### src/rtl/cstrb_pkg.sv
package cstrb_pkg;

    typedef enum logic [2:0] {
        PH_IDLE,
        PH_SETUP,
        PH_STROBE,
        PH_HOLD,
        PH_FIN,
        PH_ABORT
    } phase_e;

    typedef struct packed {
        logic is_write;
        logic is_io;
    } acc_kind_t;

    typedef struct packed {
        logic ce;
        logic mem_oe;
        logic mem_we;
        logic io_rd;
        logic io_wr;
        logic capture;
        logic done;
        logic err;
        logic busy;
    } pins_t;

    function automatic int max3(input int a, input int b, input int c);
        int m;
        m = (a > b) ? a : b;
        return (m > c) ? m : c;
    endfunction

    function automatic logic phase_active(input phase_e p);
        return (p == PH_SETUP) || (p == PH_STROBE) || (p == PH_HOLD);
    endfunction

endpackage

### src/rtl/cstrb_cfg_latch.sv
module cstrb_cfg_latch
    import cstrb_pkg::*;
#(
    parameter int OPT_W      = 32,
    parameter int SETUP_LSB  = 12,
    parameter int SETUP_W    = 4,
    parameter int STROBE_LSB = 7,
    parameter int STROBE_W   = 5,
    parameter int HOLD_LSB   = 16,
    parameter int HOLD_W     = 4,
    parameter int CNT_W      = 5
) (
    input  logic             clk,
    input  logic             rst,
    input  logic             load,
    input  logic             wr_i,
    input  logic             io_i,
    input  logic [OPT_W-1:0] opt_i,
    output logic [CNT_W-1:0] live_setup_o,
    output logic [CNT_W-1:0] live_strobe_o,
    output logic [CNT_W-1:0] held_strobe_o,
    output logic [CNT_W-1:0] held_hold_o,
    output acc_kind_t        kind_o
);
    logic [CNT_W-1:0] raw_setup, raw_strobe, raw_hold;
    logic             opt_unused;

    assign raw_setup  = CNT_W'(opt_i[SETUP_LSB  +: SETUP_W]);
    assign raw_strobe = CNT_W'(opt_i[STROBE_LSB +: STROBE_W]);
    assign raw_hold   = CNT_W'(opt_i[HOLD_LSB   +: HOLD_W]);
    assign opt_unused = ^opt_i;

    // strobe phase has a one-cycle floor
    assign live_setup_o  = raw_setup;
    assign live_strobe_o = (raw_strobe == '0) ? CNT_W'(1) : raw_strobe;

    always_ff @(posedge clk) begin
        if (rst) begin
            held_strobe_o <= CNT_W'(1);
            held_hold_o   <= '0;
            kind_o        <= '0;
        end else if (load) begin
            held_strobe_o   <= live_strobe_o;
            held_hold_o     <= raw_hold;
            kind_o.is_write <= wr_i;
            kind_o.is_io    <= io_i;
        end
    end

endmodule

### src/rtl/cstrb_phase_fsm.sv
module cstrb_phase_fsm
    import cstrb_pkg::*;
#(
    parameter int CNT_W     = 5,
    parameter int BMT_LIMIT = 60
) (
    input  logic             clk,
    input  logic             rst,
    input  logic             start_i,
    input  logic [CNT_W-1:0] live_setup_i,
    input  logic [CNT_W-1:0] live_strobe_i,
    input  logic [CNT_W-1:0] held_strobe_i,
    input  logic [CNT_W-1:0] held_hold_i,
    output logic             accept_o,
    output phase_e           phase_o,
    output logic             last_strobe_o
);
    localparam int               WD_W    = $clog2(BMT_LIMIT + 1);
    localparam logic [WD_W-1:0]  WD_LAST = WD_W'(BMT_LIMIT - 1);

    phase_e           phase, phase_n;
    logic [CNT_W-1:0] cnt, cnt_n;
    logic [WD_W-1:0]  wd;

    assign accept_o      = (phase == PH_IDLE) && start_i;
    assign phase_o       = phase;
    assign last_strobe_o = (phase == PH_STROBE) && (cnt == '0);

    always_comb begin
        phase_n = phase;
        cnt_n   = cnt;
        unique case (phase)
            PH_IDLE: begin
                if (start_i) begin
                    if (live_setup_i != '0) begin
                        phase_n = PH_SETUP;
                        cnt_n   = live_setup_i - CNT_W'(1);
                    end else begin
                        phase_n = PH_STROBE;
                        cnt_n   = live_strobe_i - CNT_W'(1);
                    end
                end
            end
            PH_SETUP: begin
                if (cnt == '0) begin
                    phase_n = PH_STROBE;
                    cnt_n   = held_strobe_i - CNT_W'(1);
                end else begin
                    cnt_n = cnt - CNT_W'(1);
                end
            end
            PH_STROBE: begin
                if (cnt == '0) begin
                    if (held_hold_i != '0) begin
                        phase_n = PH_HOLD;
                        cnt_n   = held_hold_i - CNT_W'(1);
                    end else begin
                        phase_n = PH_FIN;
                    end
                end else begin
                    cnt_n = cnt - CNT_W'(1);
                end
            end
            PH_HOLD: begin
                if (cnt == '0) phase_n = PH_FIN;
                else           cnt_n   = cnt - CNT_W'(1);
            end
            PH_FIN, PH_ABORT: phase_n = PH_IDLE;
            default:          phase_n = PH_IDLE;
        endcase
        // bus monitor overrides whatever comes next
        if (phase_active(phase) && (wd == WD_LAST)) begin
            phase_n = PH_ABORT;
        end
    end

    always_ff @(posedge clk) begin
        if (rst) begin
            phase <= PH_IDLE;
            cnt   <= '0;
            wd    <= '0;
        end else begin
            phase <= phase_n;
            cnt   <= cnt_n;
            if (accept_o)                wd <= '0;
            else if (phase_active(phase)) wd <= wd + WD_W'(1);
        end
    end

    // no active cycle at or beyond the bus-monitor limit
    a_r8_wd_bound: assert property (@(posedge clk) disable iff (rst)
        phase_active(phase) |-> (wd < WD_W'(BMT_LIMIT)));

    // hold is only entered from strobe
    a_r3_hold_after_strobe: assert property (@(posedge clk) disable iff (rst)
        (phase == PH_HOLD && $past(phase) != PH_HOLD) |-> ($past(phase) == PH_STROBE));

    // strobe is only entered from setup or idle
    a_r3_strobe_entry: assert property (@(posedge clk) disable iff (rst)
        (phase == PH_STROBE && $past(phase) != PH_STROBE)
            |-> ($past(phase) == PH_SETUP || $past(phase) == PH_IDLE));

    // an access leaves idle only on a start
    a_r9_leave_idle: assert property (@(posedge clk) disable iff (rst)
        (phase == PH_IDLE && !start_i) |=> (phase == PH_IDLE));

endmodule

### src/rtl/cstrb_pin_decode.sv
module cstrb_pin_decode
    import cstrb_pkg::*;
(
    input  phase_e    phase_i,
    input  logic      last_strobe_i,
    input  acc_kind_t kind_i,
    output pins_t     pins_o
);
    logic in_strobe;

    assign in_strobe = (phase_i == PH_STROBE);

    always_comb begin
        pins_o         = '0;
        pins_o.ce      = phase_active(phase_i);
        pins_o.mem_oe  = in_strobe && !kind_i.is_io && !kind_i.is_write;
        pins_o.mem_we  = in_strobe && !kind_i.is_io &&  kind_i.is_write;
        pins_o.io_rd   = in_strobe &&  kind_i.is_io && !kind_i.is_write;
        pins_o.io_wr   = in_strobe &&  kind_i.is_io &&  kind_i.is_write;
        pins_o.capture = last_strobe_i && !kind_i.is_write;
        pins_o.done    = (phase_i == PH_FIN);
        pins_o.err     = (phase_i == PH_ABORT);
        pins_o.busy    = (phase_i != PH_IDLE);
    end

endmodule

### src/rtl/card_strobe_seq.sv
module card_strobe_seq
    import cstrb_pkg::*;
#(
    parameter int OPT_W      = 32,
    parameter int SETUP_LSB  = 12,
    parameter int SETUP_W    = 4,
    parameter int STROBE_LSB = 7,
    parameter int STROBE_W   = 5,
    parameter int HOLD_LSB   = 16,
    parameter int HOLD_W     = 4,
    parameter int BMT_LIMIT  = 60
) (
    input  logic             clk,
    input  logic             rst,
    input  logic             start_i,
    input  logic             wr_i,
    input  logic             io_i,
    input  logic [OPT_W-1:0] opt_i,
    output logic             ce_o,
    output logic             mem_oe_o,
    output logic             mem_we_o,
    output logic             io_rd_o,
    output logic             io_wr_o,
    output logic             capture_o,
    output logic             done_o,
    output logic             err_o,
    output logic             busy_o
);
    localparam int CNT_W = max3(SETUP_W, STROBE_W, HOLD_W);

    logic [CNT_W-1:0] live_setup, live_strobe, held_strobe, held_hold;
    logic             accept, last_strobe;
    acc_kind_t        kind;
    phase_e           phase;
    pins_t            pins;

    cstrb_cfg_latch #(
        .OPT_W(OPT_W), .SETUP_LSB(SETUP_LSB), .SETUP_W(SETUP_W),
        .STROBE_LSB(STROBE_LSB), .STROBE_W(STROBE_W),
        .HOLD_LSB(HOLD_LSB), .HOLD_W(HOLD_W), .CNT_W(CNT_W)
    ) u_cfg (
        .clk(clk), .rst(rst), .load(accept), .wr_i(wr_i), .io_i(io_i),
        .opt_i(opt_i), .live_setup_o(live_setup), .live_strobe_o(live_strobe),
        .held_strobe_o(held_strobe), .held_hold_o(held_hold), .kind_o(kind)
    );

    cstrb_phase_fsm #(.CNT_W(CNT_W), .BMT_LIMIT(BMT_LIMIT)) u_fsm (
        .clk(clk), .rst(rst), .start_i(start_i),
        .live_setup_i(live_setup), .live_strobe_i(live_strobe),
        .held_strobe_i(held_strobe), .held_hold_i(held_hold),
        .accept_o(accept), .phase_o(phase), .last_strobe_o(last_strobe)
    );

    cstrb_pin_decode u_dec (
        .phase_i(phase), .last_strobe_i(last_strobe), .kind_i(kind), .pins_o(pins)
    );

    assign ce_o      = pins.ce;
    assign mem_oe_o  = pins.mem_oe;
    assign mem_we_o  = pins.mem_we;
    assign io_rd_o   = pins.io_rd;
    assign io_wr_o   = pins.io_wr;
    assign capture_o = pins.capture;
    assign done_o    = pins.done;
    assign err_o     = pins.err;
    assign busy_o    = pins.busy;

    // never more than one strobe, and only under chip-enable
    a_r4_one_strobe: assert property (@(posedge clk) disable iff (rst)
        $onehot0({mem_oe_o, mem_we_o, io_rd_o, io_wr_o}));
    a_r4_strobe_under_ce: assert property (@(posedge clk) disable iff (rst)
        (mem_oe_o || mem_we_o || io_rd_o || io_wr_o) |-> ce_o);

    // capture only alongside a read strobe
    a_r6_capture_on_read: assert property (@(posedge clk) disable iff (rst)
        capture_o |-> (mem_oe_o || io_rd_o));

    // done and error never together, both follow an active cycle
    a_r7_done_err_excl: assert property (@(posedge clk) disable iff (rst)
        !(done_o && err_o));
    a_r7_done_after_ce: assert property (@(posedge clk) disable iff (rst)
        done_o |-> ($past(ce_o) && !ce_o));
    a_r8_err_drops_ce: assert property (@(posedge clk) disable iff (rst)
        err_o |-> (!ce_o && $past(ce_o)));

    // chip-enable rises only the cycle after a start
    a_r3_ce_from_start: assert property (@(posedge clk) disable iff (rst)
        $rose(ce_o) |-> $past(start_i));

    // busy covers the whole access
    a_r9_busy_cover: assert property (@(posedge clk) disable iff (rst)
        (ce_o || done_o || err_o) |-> busy_o);

endmodule

### config.mk
export PLATFORM = sky130hd
export DESIGN_NAME = card_strobe_seq
export DESIGN_NICKNAME = d
export VERILOG_FILES = /design/src/rtl/cstrb_pkg.sv /design/src/rtl/cstrb_cfg_latch.sv /design/src/rtl/cstrb_phase_fsm.sv /design/src/rtl/cstrb_pin_decode.sv /design/src/rtl/card_strobe_seq.sv
export SDC_FILE = /design/constraint.sdc
export NUM_CORES = 1
export LEC_CHECK = 0
export BUFFER_PORTS_ARGS = -buffer_cell sky130_fd_sc_hd__buf_2
export CORE_ASPECT_RATIO = 0.7
export CORE_MARGIN = 4
export CORE_UTILIZATION = 28
export CTS_CLUSTER_DIAMETER = 200
export DETAILED_ROUTE_END_ITERATION = 10
export HOLD_SLACK_MARGIN = 0.05
export PLACE_DENSITY = 0.54
export SKIP_LAST_GASP = 1
export SLEW_MARGIN = 30
export SYNTH_ARGS = -nofsm -noshare
export SYNTH_HDL_FRONTEND = slang
export SYNTH_SLANG_ARGS = --single-unit
### constraint.sdc
create_clock -name clk -period 2.1 [get_ports clk]
set_clock_uncertainty 0.2 [all_clocks]
set_input_delay 0.105 -clock clk [delete_from_list [all_inputs] [get_ports clk]]
set_output_delay 0.105 -clock clk [all_outputs]
set_load 0.03 [all_outputs]
=== After elaboration in Yosys (flattened, before gate mapping) ===
Cells that the tools add are included.

* $add $sub $neg: 6
* Equal/unequal tests: 16
* Muxes and demuxes: 16
* Reductions and logical operators: 26

{| class="wikitable"
|+ Operators by type and width
! operator !! count
|-
| 5-bit 2-to-1 mux || 7
|-
| 5-bit case mux with 4 select lines || 1
|-
| 3-bit 2-to-1 mux || 6
|-
| 3-bit inequality test, second input constant || 5
|-
| 5-bit by 1-bit subtractor with 5-bit output, second input constant || 3
|-
| 3-bit case mux with 4 select lines || 1
|-
| 4-bit AND reduction || 3
|-
| 1-bit logical AND || 10
|-
| 5-bit logical NOT || 2
|-
| 2-bit inequality test, second input constant || 5
|-
| 5-bit nonzero test || 2
|-
| 4-bit by 1-bit subtractor with 5-bit output, second input constant || 2
|-
| 6-bit by 1-bit adder with 6-bit output, second input constant || 1
|-
| 3-bit by 2-bit equality test with 1-bit output, second input constant || 2
|-
| 3-bit equality test, second input constant || 2
|-
| 6-bit equality test, second input constant || 1
|-
| 4-bit nonzero test || 1
|-
| 2-bit OR reduction || 2
|-
| 3-bit by 1-bit equality test with 1-bit output, second input constant || 1
|-
| 3-bit logical NOT || 1
|-
| 3-bit nonzero test || 1
|-
| 1-bit logical NOT || 2
|-
| 1-bit logical OR || 2
|-
| 2-bit 2-to-1 mux || 1
|}

* Register bits after elaboration: 25
* Bits of input ports: 37
* Logic and storage cells: 72

=== Longest topological paths before layout ===
Gate-level depths: netlist (run 1).

* Depth after elaboration: 6
* Depth in mapped cells: 9
* Depth with buffers taken out: 9

=== Hierarchy ===
From an unflattened synthesis (run 1), not the netlist that was laid out.

* Cells, all modules: 226
* Area total of the unflattened synthesis: 1,791.7 um2

{| class="wikitable"
|+ Modules (own cells, without submodules)
! module !! instances !! cells an instance !! area each (um2) !! seq. area each (um2)
|-
| cstrb_phase_fsm || 1 || 165 || 1,238.7 || 280.3
|-
| cstrb_cfg_latch || 1 || 48 || 470.5 || 220.2
|-
| cstrb_pin_decode || 1 || 13 || 82.6 || 0.0
|}

=== Least setup slack after synthesis (run 1) ===
No wires, ideal clock.

* Path type: register -> register
* Start: register u_fsm.cnt[0]
* End: register u_fsm.cnt[3]
* Setup time: 117 ps
* Data arrival time: 1,729 ps
* Data required time: 1,783 ps
* Setup slack: 53 ps
* Cell stages (with the launch flop): 8
* Clock period less this slack: 2,047 ps
* Cells stage by stage: dfxtp_1 inv_1 ha_1 or4b_4 buf_6 a221oi_2 o221ai_1 a32o_1

* Longest elaborated chain between the ends: 3

{| class="wikitable"
|+ Ends and longest elaborated chain
! element !! line !! RTL
|-
| from (decl) || cstrb_phase_fsm.sv:22 || <nowiki>logic [CNT_W-1:0] cnt, cnt_n;</nowiki>
|-
| from (signal assigned) || cstrb_phase_fsm.sv:84 || <nowiki>cnt <= cnt_n;</nowiki>
|-
| 5-bit by 1-bit subtractor with 5-bit output or 5-bit logical NOT (tied branches) || -- ||
|-
| 5-bit 2-to-1 mux, or another cell as far along || cstrb_phase_fsm.sv:65 || <nowiki>if (cnt == '0) phase_n = PH_FIN;</nowiki>
|-
| 5-bit case mux with 4 select lines or 4-bit AND reduction (tied branches) || -- ||
|}

Several ways; a longest one is shown, not always the timed one. The select of a mux whose other input is x is not followed.
A chain may end at the register's enable or synchronous reset.

=== Worst setup path after layout (run 1) ===
Ends and elaborated chain as after synthesis.

==> results of run 1 <==
## metrics by stage
stage | instances | setup slack, ps
final | 328 | 71.0
after detailed placement | 309 | 33.8
after global placement | 309 | 45.7
after floorplan | 207 | 53.3
after CTS | 325 | -15.3
after global routing | 328 | -67.4
## synth_stat cells, types with 2 or more instances
library cell	n
nand4_1	3
nor3b_1	2
dfxtp_1	25
nand2_1	34
o21ai_0	8
xor2_1	7
ha_1	5
a211o_1	2
a211oi_1	3
nor3_1	6
o31ai_1	6
a32o_1	5
xnor2_1	5
nand3_1	3
nor2_1	27
and2_1	2
clkbuf_1	8
a21oi_1	17
inv_1	11
a31oi_1	3
## worst reg2reg max path, delay by kind of cell, from the launching register on
family,cells,cell delay (ps)
compound gates,3,660
simple gates,1,530
flops,1,330
fa+ha+maj,1,130
buf+inv,1,60
## logic make-up (layout without fill, tap and decap cells)
family	Yosys count	in the layout	synth area share (%)
simple gates	85	86	24.8
compound gates	57	57	25.3
flops	25	25	32.5
buf+inv	22	70	5.84
xor+xnor	12	12	6.82
fa+ha+maj	5	5	4.06
mux	1	1	0.649
## path summary, 6_finish.rpt
kind | start | endpoint | slack (ps) | cells past startpoint
min | opt_i[13] | u_fsm.cnt[3]$_SDFFE_PP0P_ | 90 | 4
max | u_fsm.cnt[0]$_SDFFE_PP0P_ | u_fsm.cnt[3]$_SDFFE_PP0P_ | 70 | 6
max reg2reg | u_fsm.cnt[0]$_SDFFE_PP0P_ | u_fsm.cnt[3]$_SDFFE_PP0P_ | 70 | 6
min reg2reg | u_cfg.held_strobe_o[4]$_SDFFE_PP0P_ | u_cfg.held_strobe_o[4]$_SDFFE_PP0P_ | 270 | 2
## per-layer routing
layer / GRT usage, % / vias up / wire length, µm
li1: - / 835 / -
met1: 19.3 / 727 / 2160
met2: 16.4 / 51 / 1650
met3: 3.39 / 7 / 287
met4: 1.87 / 0 / 43
met5: 0 / - / 0
## timing repair
action | in CTS | in global routing
pin swaps | 0 | 3
gates resized for setup | 2 | 21
setup buffers | 0 | 2
gates cloned | 0 | 1
hold buffers | 12 | 0
endpoints found under the setup margin | 2 | 8
hold endpoints to repair | 14 | 0
## registers in the layout (all words and copies together), names as in the netlist
name / count
u_fsm.wd: 6
u_cfg.held_strobe_o: 5
u_fsm.cnt: 5
u_cfg.held_hold_o: 4
u_fsm.phase_o: 3
u_cfg.kind_o: 2
## cell type report
cell class / count / area share (%)
inverters: 12 / 2.17
flip-flops and latches: 25 / 24.4
well taps: 72 / 4.34
repair buffers: 54 / 18.2
clock buffers: 3 / 1.99
clock inverters: 1 / 0.241
multi-input cells: 161 / 48.7
## power by group
group	internal (µW)	total [µW]	switching, µW
combinational	717	1600	886
clock	133	293	159
sequential	592	741	149
==> results.cfg, run 1 <==
[final_layout]
drive_above_1_share_pct = 26.6
final_area_um2 = 2070
regArea_um2 = 505
final_common_cell = nand2_1
antennaDiodeCount = 0
layout_common_cells = nand2_1, nor2_1, buf_2
postLayoutCoreUtil_pct = 39.3
nFillCells = 567
nets = 299
multiInputGateArea_um2 = 1010
area_growth_pct = 34.6

[yosys]
synth_top_area_cell = dfxtp_1
synthCells = 207
synth_fp_nets = 249
ys_top_cells_by_area = dfxtp_1, nand2_1, nor2_1
yosysUniqueCellTypes = 45
yosys_register_bits = 25
synth.avg_cell_area_um2 = 7.45
ys.flop_type = dfxtp_1
ys_async_sr_fraction_pct = 0
synth_edf_count = 0
syn-cell-area_um2 = 1540
yosysSeqAreaShare_pct = 32.5
yosys_warnings = 0
synth_top_area_share_pct = 32.5

[timing]
min_period_ps = 2030
drv_slew = 0
max_freq_mhz = 493
totalNegativeSetupSlack_ps = 0
timing.final.crit_share_pct = 96.6
rsz0062_at_grt = yes
finalHoldViolCount = 0
setup_viol = 0
relSlewSlack_pct = 67.7
worst_pin_slew_ps = 483
hold_ws_ps = 87.5

[clocking]
cts_tree = yes
htree_levels = 1
cts_sinks = 25
clockBufferDepth = 2
clkLatencyLatePin_ps = 270
root_buffer = clkbuf_8
cts-buffers-inserted = 3
cts.reportedPaths.clkPinSlew_ps = 90

[grt]
antenna_found_initial = 0
grt_overflow_total = 0
grt_pass1_vias = 1473
grt_use_total_pct = 12.3
grt_pass1_wl_mm = 7.04
grt_max_degree = 18

[run_status]
status = completed

[critical_path]
cp_data_arrival_time_ps = 2000
cpMaxStageDelayCell = or4b_4
crit_path_cell_trace = inv_2, ha_4, or4b_4, a221oi_2, o221ai_2, a32o_1
critPathCaptureType = register
required_ps = 2070
crit_fanout = 6
crit_path_start_kind = register
crit_type = register to register
path_buf_inv = 1
cp_slowest_stage_delay_ps = 530
crit_family = compound AO/OA/AOI/OAI gates

[power_and_ir_drop]
worst_ir_drop_vdd_mv = 0.343
leakagePower_uw = 0.000846
powerDensity_nw_per_um2 = 1270
power_uw = 2640

[place]
gp_congestion = 0.824
place_area_um2 = 1820
dp.final_hpwl_mm = 3.12
io_buffers = 26

[drt]
drc = 0
drtIter0Drc = 78
vias_per_cell = 4.94
ant_nets = 0
dr_total_vias = 1620
wl_mm = 4.14
wl_per_cell_um = 12.6
drtPass1Iterations = 4

[floorplan]
die_w_um = 96.7
ioPinCount = 46
die_y_um = 70.1
fp-row-count = 22
start_util_pct = 29.2
dieArea_um2 = 6780
coreArea_um2 = 5290

[flow_run]
maxCapViolations = 0

[hold_path]
hold_class = input port to register
(Power assumes the default switching activity.)
==> run 2, diff against run 1 <==
- PLACE_DENSITY: 0.54 -> 0.51
==> run 2 against run 1 <==
First-iteration DRC count down 2.6%; sequential share of layout area decreased by 0.34 points; via count is 0.19% lower; largest power group unchanged.
==> results.cfg, run 2 (synthesized netlist as in run 1, its figures left out) <==
[grt]
grt_use_total_pct = 12.3
grt_max_degree = 15
grt_pass1_vias = 1469
grt_overflow_total = 0
antenna_found_initial = 0
grt_pass1_wl_mm = 6.97

[final_layout]
largest-register = u_fsm.wd
top_regs = u_fsm.wd x6, u_cfg.held_strobe_o x5, u_fsm.cnt x5
nFillCells = 566
nets = 302
area_growth_pct = 36.1
fin_cells = 331
largest_register_ffs = 6
drive_above_1_share_pct = 25.9
antennaDiodeCount = 0
regArea_um2 = 504
layout_common_cells = nand2_1, nor2_1, buf_2
multiInputGateArea_um2 = 1010
final_common_cell = nand2_1

[critical_path]
crit_start = u_fsm.cnt[1]$_SDFFE_PP0P_
path_buf_inv = 2
timing.rr.start = u_fsm.cnt[1]$_SDFFE_PP0P_
r2r-end = u_fsm.phase_o[1]$_SDFFE_PP0P_
crit_type = register to register
crit_path_cell_trace = inv_2, ha_4, or4b_4, o21ai_1, a21oi_1, buf_4, mux2i_1, a211oi_1
critPathCaptureType = register
required_ps = 2080
cpMaxStageDelayCell = or4b_4
r2r_slack_ps = 80
crit_family = simple AND/OR/NAND/NOR gates
cp_slowest_stage_delay_ps = 530
cp_data_arrival_time_ps = 2010
crit_path_start_kind = register
rr_worst_depth = 8
crit_fanout = 6

[clocking]
root_buffer = clkbuf_8
clockBufferDepth = 2
cts_sinks = 25
htree_levels = 1
cts.reportedPaths.clkPinSlew_ps = 90
clkLatencyLatePin_ps = 270
cts-buffers-inserted = 3
cts_tree = yes

[power_and_ir_drop]
leakagePower_uw = 0.000863
powerDensity_nw_per_um2 = 1270
worst_ir_drop_vdd_mv = 0.361

[drt]
ant_nets = 0
drtPass1Iterations = 4
drc = 0
wl_mm = 4.21
drtIter0Drc = 76
vias_per_cell = 4.89
dr_total_vias = 1617
wl_per_cell_um = 12.7

[hold_path]
holdPathEnd = u_fsm.cnt[3]$_SDFFE_PP0P_
hold-path-cell-count = 4
min_from = opt_i[13]
hold_class = input port to register

[timing]
drv_slew = 0
max_freq_mhz = 495
totalNegativeSetupSlack_ps = 0
timing.final.crit_share_pct = 96.3
rsz0062_at_grt = yes
relSlewSlack_pct = 73.0
min_period_ps = 2020
setup_viol = 0
finalHoldViolCount = 0
worst_pin_slew_ps = 399
layout_setup_ws_ps = 77.9

[place]
place_inst = 312
io_buffers = 26
post-place-ws_ps = 55.0
dp.final_hpwl_mm = 3.09
gp_congestion = 0.791

[floorplan]
start_util_pct = 29.2
die_w_um = 96.7
die_y_um = 70.1
coreArea_um2 = 5290
fp-row-count = 22
dieArea_um2 = 6780
ioPinCount = 46

[flow_run]
maxCapViolations = 0

[run_status]
status = completed
==> run 2: cell type report <==
| class | instances | share of cell area, % |
|---|---|---|
| Clock buffer | 4 | 2.15 |
| Sequential cell | 25 | 24.0 |
| Multi-Input combinational cell | 161 | 48.2 |
| Timing Repair Buffer | 57 | 19.1 |
| Inverter | 12 | 2.15 |
| Tap cell | 72 | 4.29 |
==> run 2: timing repair <==
action	in CTS	in global routing
setup buffers	0	2
endpoints found under the setup margin	1	8
resized for setup	0	22
pin swaps	0	4
endpoints found under the hold margin	14	0
cloned	0	1
hold buffers	12	0
==> run 2: worst max path at each step <==
stage,end,cells after the start
6_report,u_fsm.phase_o[1]$_SDFFE_PP0P_,8
5_1_grt,u_fsm.cnt[4]$_SDFFE_PP0P_,11
4_1_cts,capture_o,6
3_5_place_dp,u_fsm.cnt[3]$_SDFFE_PP0P_,6
3_3_place_gp,u_fsm.cnt[3]$_SDFFE_PP0P_,6
2_1_floorplan,u_fsm.cnt[3]$_SDFFE_PP0P_,7
==> run 2: per-stage QoR <==
step | hold slack (ps) | utilization [%] | area (µm²) | total power [µW]
after floorplan | 41.0 | - | 1540 | 1740
after global placement | 150 | 34.9 | 1840 | 2160
after detailed placement | 158 | 34.9 | 1840 | 2170
after CTS | 100 | 38.0 | 2010 | 2480
after global routing | 104 | 39.7 | 2100 | 2910
final | 111 | 39.7 | 2100 | 2660
==> run 2: power by group <==
group / total [µW] / internal (µW) / switching, µW
Clock: 285 / 136 / 149
Combinational: 1660 / 746 / 914
Sequential: 719 / 591 / 128
==> run 2: worst reg2reg max path, delay by kind of cell, from the launching register on <==
family | cells | cell delay, ps
AND/OR/NAND/NOR | 1 | 530
AO/OA/AOI/OAI | 3 | 420
flip-flops | 1 | 330
buffers and inverters | 2 | 210
adder cells (fa/ha/maj) | 1 | 140
multiplexers | 1 | 110
==> run 2: metal layers <==
| layer | track usage [%] | part of all wire [%] |
|---|---|---|
| met5 | 0 | 0 |
| met4 | 2.34 | 0.52 |
| met3 | 3.49 | 7.1 |
| met2 | 17.0 | 38 |
| met1 | 18.7 | 54 |
